--- config.mk ---
export PLATFORM = sky130hd
export DESIGN_NAME = clkmon_top
export DESIGN_NICKNAME = d
export VERILOG_FILES = /design/src/rtl/clkmon_pkg.sv /design/src/rtl/clkmon_ctrl.sv /design/src/rtl/clkmon_datapath.sv /design/src/rtl/clkmon_top.sv
export SDC_FILE = /design/constraint.sdc
export NUM_CORES = 1
export LEC_CHECK = 0
export ABC_AREA = 1
export BUFFER_PORTS_ARGS = -buffer_cell sky130_fd_sc_hd__buf_2
export CAP_MARGIN = 15
export CORE_ASPECT_RATIO = 0.5
export CORE_UTILIZATION = 45
export CTS_BUF_LIST = sky130_fd_sc_hd__clkbuf_4 sky130_fd_sc_hd__clkbuf_8 sky130_fd_sc_hd__clkbuf_16
export DETAILED_ROUTE_END_ITERATION = 6
export GPL_TIMING_DRIVEN = 0
export PLACE_DENSITY = 0.76
export SETUP_SLACK_MARGIN = 0.02
export SLEW_MARGIN = 15
export SYNTH_ARGS = -nofsm -noshare
export SYNTH_HDL_FRONTEND = slang
export SYNTH_SLANG_ARGS = --single-unit
--- constraint.sdc ---
create_clock -name clk -period 1.5 [get_ports clk]
set_input_delay 0.3 -clock clk [delete_from_list [all_inputs] [get_ports clk]]
set_output_delay 0.3 -clock clk [all_outputs]
set_load 0.02 [all_outputs]
--- src/rtl/clkmon_pkg.sv ---
package clkmon_pkg;

  localparam int REF_PRE_W = 13;
  localparam int TAR_PRE_W = 5;
  localparam int FLT_PRE_W = 4;

  typedef struct packed {
    logic       enable;
    logic [1:0] tarDiv;
    logic [1:0] refDiv;
    logic [1:0] edgeSel;
    logic [1:0] filtSel;
    logic       extRef;
  } ctlCfg_t;

  typedef struct packed {
    logic errIe;
    logic endIe;
    logic ovfIe;
    logic errToReset;
    logic rstEn;
  } irqCfg_t;

  typedef struct packed {
    logic idle;
    logic restart;
    logic latch;
    logic count;
    logic tick;
    logic clrErr;
    logic clrEnd;
    logic clrOvf;
  } strobe_t;

  function automatic logic [TAR_PRE_W-1:0] tarMask(input logic [1:0] code);
    case (code)
      2'd0:    return TAR_PRE_W'(0);
      2'd1:    return TAR_PRE_W'(3);
      2'd2:    return TAR_PRE_W'(7);
      default: return TAR_PRE_W'(31);
    endcase
  endfunction

  function automatic logic [REF_PRE_W-1:0] refLast(input logic [1:0] code);
    case (code)
      2'd0:    return REF_PRE_W'(31);
      2'd1:    return REF_PRE_W'(127);
      2'd2:    return REF_PRE_W'(1023);
      default: return REF_PRE_W'(8191);
    endcase
  endfunction

  function automatic logic [FLT_PRE_W-1:0] filtMask(input logic [1:0] code);
    case (code)
      2'd2:    return FLT_PRE_W'(3);
      2'd3:    return FLT_PRE_W'(15);
      default: return FLT_PRE_W'(0);
    endcase
  endfunction

endpackage

--- src/rtl/clkmon_ctrl.sv ---
module clkmon_ctrl
  import clkmon_pkg::*;
#(
  parameter int CNT_W  = 16,
  parameter int ADDR_W = 3
) (
  input  logic              clk,
  input  logic              rstN,
  input  logic              wrEn,
  input  logic [ADDR_W-1:0] wrAddr,
  input  logic [CNT_W-1:0]  wrData,
  input  logic              refExt,
  input  logic              refInt,
  output strobe_t           strobes,
  output irqCfg_t           irqCfg,
  output logic [CNT_W-1:0]  upperLim,
  output logic [CNT_W-1:0]  lowerLim
);

  localparam logic [ADDR_W-1:0] ADDR_CTL = ADDR_W'(0);
  localparam logic [ADDR_W-1:0] ADDR_IRQ = ADDR_W'(1);
  localparam logic [ADDR_W-1:0] ADDR_UPR = ADDR_W'(2);
  localparam logic [ADDR_W-1:0] ADDR_LWR = ADDR_W'(3);
  localparam logic [ADDR_W-1:0] ADDR_CLR = ADDR_W'(4);

  ctlCfg_t ctl;

  // configuration registers
  always_ff @(posedge clk or negedge rstN) begin
    if (!rstN) begin
      ctl      <= '0;
      irqCfg   <= '0;
      upperLim <= '0;
      lowerLim <= '0;
    end else if (wrEn) begin
      case (wrAddr)
        ADDR_CTL: begin
          ctl.enable  <= wrData[0];
          ctl.tarDiv  <= wrData[2:1];
          ctl.refDiv  <= wrData[4:3];
          ctl.edgeSel <= wrData[6:5];
          ctl.filtSel <= wrData[8:7];
          ctl.extRef  <= wrData[9];
        end
        ADDR_IRQ: begin
          irqCfg.errIe      <= wrData[0];
          irqCfg.endIe      <= wrData[1];
          irqCfg.ovfIe      <= wrData[2];
          irqCfg.errToReset <= wrData[3];
          irqCfg.rstEn      <= wrData[4];
        end
        ADDR_UPR: upperLim <= wrData;
        ADDR_LWR: lowerLim <= wrData;
        default: ;
      endcase
    end
  end

  logic clrHit;
  assign clrHit = wrEn && (wrAddr == ADDR_CLR);

  // free-running prescalers
  logic [TAR_PRE_W-1:0] tarPre;
  logic [FLT_PRE_W-1:0] fltPre;
  always_ff @(posedge clk or negedge rstN) begin
    if (!rstN) begin
      tarPre <= '0;
      fltPre <= '0;
    end else begin
      tarPre <= tarPre + TAR_PRE_W'(1);
      fltPre <= fltPre + FLT_PRE_W'(1);
    end
  end

  logic tarTick, sampleTick;
  assign tarTick    = (tarPre & tarMask(ctl.tarDiv)) == '0;
  assign sampleTick = (fltPre & filtMask(ctl.filtSel)) == '0;

  // synchroniser, noise filter, edge qualification
  logic       refSel, syncQ, level, prevLevel, useFilt;
  logic [1:0] syncPipe, hist;
  assign refSel  = ctl.extRef ? refExt : refInt;
  assign syncQ   = syncPipe[1];
  assign useFilt = ctl.extRef && (ctl.filtSel != 2'd0);

  always_ff @(posedge clk or negedge rstN) begin
    if (!rstN) begin
      syncPipe  <= '0;
      hist      <= '0;
      level     <= 1'b0;
      prevLevel <= 1'b0;
    end else begin
      syncPipe  <= {syncPipe[0], refSel};
      prevLevel <= level;
      if (!useFilt) begin
        level <= syncQ;
      end else if (sampleTick) begin
        hist <= {hist[0], syncQ};
        if (hist[0] == syncQ && hist[1] == syncQ) level <= syncQ;
      end
    end
  end

  logic riseEdge, fallEdge, qualEdge;
  assign riseEdge = level & ~prevLevel;
  assign fallEdge = ~level & prevLevel;
  always_comb begin
    case (ctl.edgeSel)
      2'd0:    qualEdge = riseEdge;
      2'd1:    qualEdge = fallEdge;
      default: qualEdge = riseEdge | fallEdge;
    endcase
  end

  // reference prescaler and window arming
  logic [REF_PRE_W-1:0] refPre;
  logic                 armed, refTick;
  assign refTick = ctl.enable && qualEdge && (refPre == refLast(ctl.refDiv));

  always_ff @(posedge clk or negedge rstN) begin
    if (!rstN) begin
      refPre <= '0;
      armed  <= 1'b0;
    end else if (!ctl.enable) begin
      refPre <= '0;
      armed  <= 1'b0;
    end else if (qualEdge) begin
      if (refTick) begin
        refPre <= '0;
        armed  <= 1'b1;
      end else begin
        refPre <= refPre + REF_PRE_W'(1);
      end
    end
  end

  always_comb begin
    strobes.idle    = !ctl.enable;
    strobes.restart = refTick;
    strobes.latch   = refTick && armed;
    strobes.count   = ctl.enable && armed && tarTick && !refTick;
    strobes.tick    = tarTick;
    strobes.clrErr  = clrHit && wrData[0];
    strobes.clrEnd  = clrHit && wrData[1];
    strobes.clrOvf  = clrHit && wrData[2];
  end

endmodule

--- src/rtl/clkmon_datapath.sv ---
module clkmon_datapath
  import clkmon_pkg::*;
#(
  parameter int CNT_W = 16
) (
  input  logic             clk,
  input  logic             rstN,
  input  strobe_t          strobes,
  input  irqCfg_t          irqCfg,
  input  logic [CNT_W-1:0] upperLim,
  input  logic [CNT_W-1:0] lowerLim,
  output logic [CNT_W-1:0] measCount,
  output logic [CNT_W-1:0] liveCount,
  output logic             errFlag,
  output logic             endFlag,
  output logic             ovfFlag,
  output logic             irq,
  output logic             rstReq
);

  localparam logic [CNT_W-1:0] CNT_MAX = '1;

  logic [CNT_W-1:0] cnt;
  logic             outOfRange, wrapNow;

  assign outOfRange = (cnt > upperLim) || (cnt < lowerLim);
  assign wrapNow    = strobes.count && (cnt == CNT_MAX);

  always_ff @(posedge clk or negedge rstN) begin
    if (!rstN) begin
      cnt       <= '0;
      measCount <= '0;
    end else begin
      if (strobes.idle)         cnt <= '0;
      else if (strobes.restart) cnt <= CNT_W'(strobes.tick);
      else if (strobes.count)   cnt <= cnt + CNT_W'(1);
      if (strobes.latch) measCount <= cnt;
    end
  end

  // sticky flags: a set in the same cycle as a clear wins
  always_ff @(posedge clk or negedge rstN) begin
    if (!rstN) begin
      errFlag <= 1'b0;
      endFlag <= 1'b0;
      ovfFlag <= 1'b0;
    end else begin
      errFlag <= (strobes.latch && outOfRange) || (errFlag && !strobes.clrErr);
      endFlag <= strobes.latch || (endFlag && !strobes.clrEnd);
      ovfFlag <= wrapNow || (ovfFlag && !strobes.clrOvf);
    end
  end

  assign liveCount = cnt;
  assign irq = (errFlag && irqCfg.errIe && !irqCfg.errToReset)
             || (endFlag && irqCfg.endIe)
             || (ovfFlag && irqCfg.ovfIe);
  assign rstReq = errFlag && irqCfg.errToReset && irqCfg.rstEn;

endmodule

--- src/rtl/clkmon_top.sv ---
module clkmon_top
  import clkmon_pkg::*;
#(
  parameter int CNT_W  = 16,
  parameter int ADDR_W = 3
) (
  input  logic              clk,
  input  logic              rstN,
  input  logic              wrEn,
  input  logic [ADDR_W-1:0] wrAddr,
  input  logic [CNT_W-1:0]  wrData,
  input  logic              refExt,
  input  logic              refInt,
  output logic [CNT_W-1:0]  measCount,
  output logic [CNT_W-1:0]  liveCount,
  output logic              errFlag,
  output logic              endFlag,
  output logic              ovfFlag,
  output logic              irq,
  output logic              rstReq
);

  strobe_t          strobes;
  irqCfg_t          irqCfg;
  logic [CNT_W-1:0] upperLim, lowerLim;

  clkmon_ctrl #(.CNT_W(CNT_W), .ADDR_W(ADDR_W)) uCtrl (
    .clk(clk), .rstN(rstN), .wrEn(wrEn), .wrAddr(wrAddr), .wrData(wrData),
    .refExt(refExt), .refInt(refInt), .strobes(strobes), .irqCfg(irqCfg),
    .upperLim(upperLim), .lowerLim(lowerLim)
  );

  clkmon_datapath #(.CNT_W(CNT_W)) uData (
    .clk(clk), .rstN(rstN), .strobes(strobes), .irqCfg(irqCfg),
    .upperLim(upperLim), .lowerLim(lowerLim), .measCount(measCount),
    .liveCount(liveCount), .errFlag(errFlag), .endFlag(endFlag),
    .ovfFlag(ovfFlag), .irq(irq), .rstReq(rstReq)
  );

endmodule

==> impl_metrics.env <==
export IMPL_hold_viol_final=0
export IMPL_insertedDiodeCount=0
export IMPL_path_clk_slew_ns=0.08
export IMPL_maxSlewViolCount=0
export IMPL_fillers=962
export IMPL_synth_seq_cells=111
export IMPL_drt_initial_drc_count=385
export IMPL_drt_total_wl_mm=16.4
export IMPL_period_needed_ns=1.91
export IMPL_avgSynthCellArea_sq_um=8.04
export IMPL_dr_pass1_iters=5
export IMPL_period_share_pct=127
export IMPL_die_area_sq_um=13400
export IMPL_mostFrequentLayoutCells="nand2_1 (154), inv_1 (111), dfrtp_1 (100)"
export IMPL_final_nets=893
export IMPL_setup_tns_ns=-16.23
export IMPL_dpl_hpwl_mm=10.0
export IMPL_antenna_found_initial=0
export IMPL_endpoint_kind="flop"
export IMPL_drive_gt1_share_pct=28.3
export IMPL_ant_nets=0
export IMPL_maxCapViolations=0
export IMPL_ys_warn_count=0
export IMPL_die_w_um=163
export IMPL_worstPathRequired_ns=1.75
export IMPL_cts_sinks=111
export IMPL_synth_nets=786
export IMPL_max_freq_mhz=524
export IMPL_cp_start_kind="flop"
export IMPL_area_growth_pct=30.3
export IMPL_overflow=0
export IMPL_synthCells=725
export IMPL_ir_drop_mv=0.507
export IMPL_seq_area_frac_synth_pct=47.7
export IMPL_grt_pass1_wl_mm=24.4
export IMPL_hp_class="input port to flop"
export IMPL_clock_skew_ns=0.0116
export IMPL_grt_max_degree=61
export IMPL_wl_per_cell_um=16.4
export IMPL_cts_path_max_buffers=2
export IMPL_viasPerCell=5.41
export IMPL_grt_use_total_pct=23.9
export IMPL_place_gp_congestion=0.866
export IMPL_maxSlewHeadroom_pct=62.4
export IMPL_io_buffers=60
export IMPL_root_buffer="clkbuf_16"
export IMPL_setup_viol=49
export IMPL_tritoncts="built"
export IMPL_netlist_area_sq_um=5830
export IMPL_powerDensity_nw_per_um2=1040
export IMPL_placed_area_sq_um=6430
export IMPL_die_h_um=82.5
export IMPL_yosysUniqueCellTypes=33
export IMPL_worst_pin_slew_ns=0.564
export IMPL_critPathKind="flop to flop"
export IMPL_power_leakage_nw=3.88
export IMPL_core_area_sq_um=12200
export IMPL_grt_pass1_vias=5018
export IMPL_vias=5417
export IMPL_status="complete, but fails checks"
export IMPL_cp_max_fo=10
export IMPL_num_rows=28
export IMPL_cts_made_buffers=9
export IMPL_setup_ws_ns=-0.409
export IMPL_drc=0
export IMPL_final_common_cell="nand2_1"
export IMPL_violations="setup timing"
export IMPL_worst_ep_arrival_time_ns=2.15
export IMPL_rsz0062_at_grt="true"
export IMPL_start_util_pct=47.7
export IMPL_htreeDepth=3
export IMPL_clk_latency_ns=0.36
export IMPL_design_area_sq_um=7590
export IMPL_io_pins=61
export IMPL_fin_util_pct=62.1
-- metal layers --
metal	wire length [um]	vias up	track usage, %
met4	554	0	8.13
met5	0	-	0
met2	7820	249	40.8
met3	1200	57	4.80
met1	6860	2594	30.9
li1	-	2517	-
-- where the power goes --
| part | internal (W) | total (W) | leakage [nW] | switching (W) |
|---|---|---|---|---|
| clock | 0.00134 | 0.00249 | 0.143 | 0.00115 |
| sequential | 0.00331 | 0.00355 | 1.44 | 0.000237 |
| combinational | 0.000736 | 0.00183 | 2.30 | 0.00109 |
-- cell families after synthesis --
logic type	count (synthesis)	synth area share, %
mux	1	0.193
compound gates	115	11.0
xor+xnor	10	1.50
buf+inv	131	9.02
fa+ha+maj	37	7.94
simple gates	320	22.7
flops	111	47.7
-- per-stage QoR --
stage,hold slack [ns],total power (W),setup slack (ns),cells
final,0.168,0.00787,-0.409,1002
after global routing,0.190,0.00821,-0.463,1002
after detailed placement,0.285,0.00487,-0.383,951
after global placement,0.334,0.00478,-1.37,950
after floorplan,0.00441,0.00443,-0.0430,725
after CTS,0.167,0.00760,-0.228,991
-- cells in the mapped netlist, drive strengths merged --
cell / n / area share (%)
a21boi: 1 / 0.13
a21o: 1 / 0.13
a21oi: 22 / 1.9
a31oi: 1 / 0.11
and3: 1 / 0.11
buf: 5 / 0.86
clkbuf: 8 / 0.52
dfrtp: 111 / 48
ha: 37 / 7.9
inv: 118 / 7.6
mux2: 1 / 0.19
nand2: 197 / 13
nand3: 36 / 3.2
nand3b: 2 / 0.26
nand4: 5 / 0.54
nor2: 60 / 3.9
nor3: 17 / 1.5
nor3b: 1 / 0.13
nor4: 1 / 0.11
o21a: 1 / 0.13
o21ai: 88 / 8.5
o21bai: 1 / 0.13
xnor2: 4 / 0.60
xor2: 6 / 0.90
-- path summary, 6_finish.rpt --
kind	from	end	slack, ns	depth (start not counted)
worst max-delay path	uCtrl.refPre[4]	uData.measCount[3]	-0.41	13
worst min-delay path	refInt	uCtrl.syncPipe[0]	0.17	2
worst max register to register	uCtrl.refPre[4]	uData.measCount[3]	-0.41	13
worst min register to register	uCtrl.syncPipe[0]	uCtrl.syncPipe[1]	0.35	0
max in group asynchronous	rstN	uData.liveCount[9]	0.37	3
min in group asynchronous	rstN	uCtrl.hist[1]	0.45	2
-- state kept, by name, indices dropped and copies added, names as in the netlist --
register / cells
uData.ovfFlag: 1
uCtrl.refPre: 13
uCtrl.armed: 1
uCtrl.level: 1
uData.liveCount: 16
uCtrl.syncPipe: 2
uCtrl.irqCfg: 5
uCtrl.tarPre: 5
uData.measCount: 16
uCtrl.prevLevel: 1
uCtrl.upperLim: 16
uData.endFlag: 1
uCtrl.lowerLim: 16
uCtrl.ctl: 10
uData.errFlag: 1
uCtrl.fltPre: 4
uCtrl.hist: 2
-- critical path, stage by stage (launching register included) --
cell     delay, ns
dfrtp_1       0.34
buf_6         0.14
nand2_2       0.09
inv_1         0.10
nand2_1       0.07
nor2_1        0.15
nand2_1       0.12
nor2_4        0.19
nand2_8       0.09
inv_4         0.08
nand2_8       0.09
buf_12        0.18
nand2_2       0.07
o21ai_2       0.06
-- what timing repair did --
item | CTS | global route
hold buffers | 1 | 0
endpoints found under the hold margin | 51 | 0
setup endpoints to repair | 48 | 50
setup buffers | 21 | 10
pin swaps | 24 | 19
gates cloned | 2 | 1
resized for setup | 82 | 64
-- final cells by class --
type	count	area, sq um	area share (%)
repair buffers	96	749	9.87
flip-flops and latches	111	2790	36.8
clock inverters	5	58.8	0.775
multi-input cells	483	2960	39.0
well taps	165	206	2.72
clock buffers	11	240	3.16
inverters	118	465	6.13
plain buffers	13	116	1.53
(Power assumes the default switching activity.)
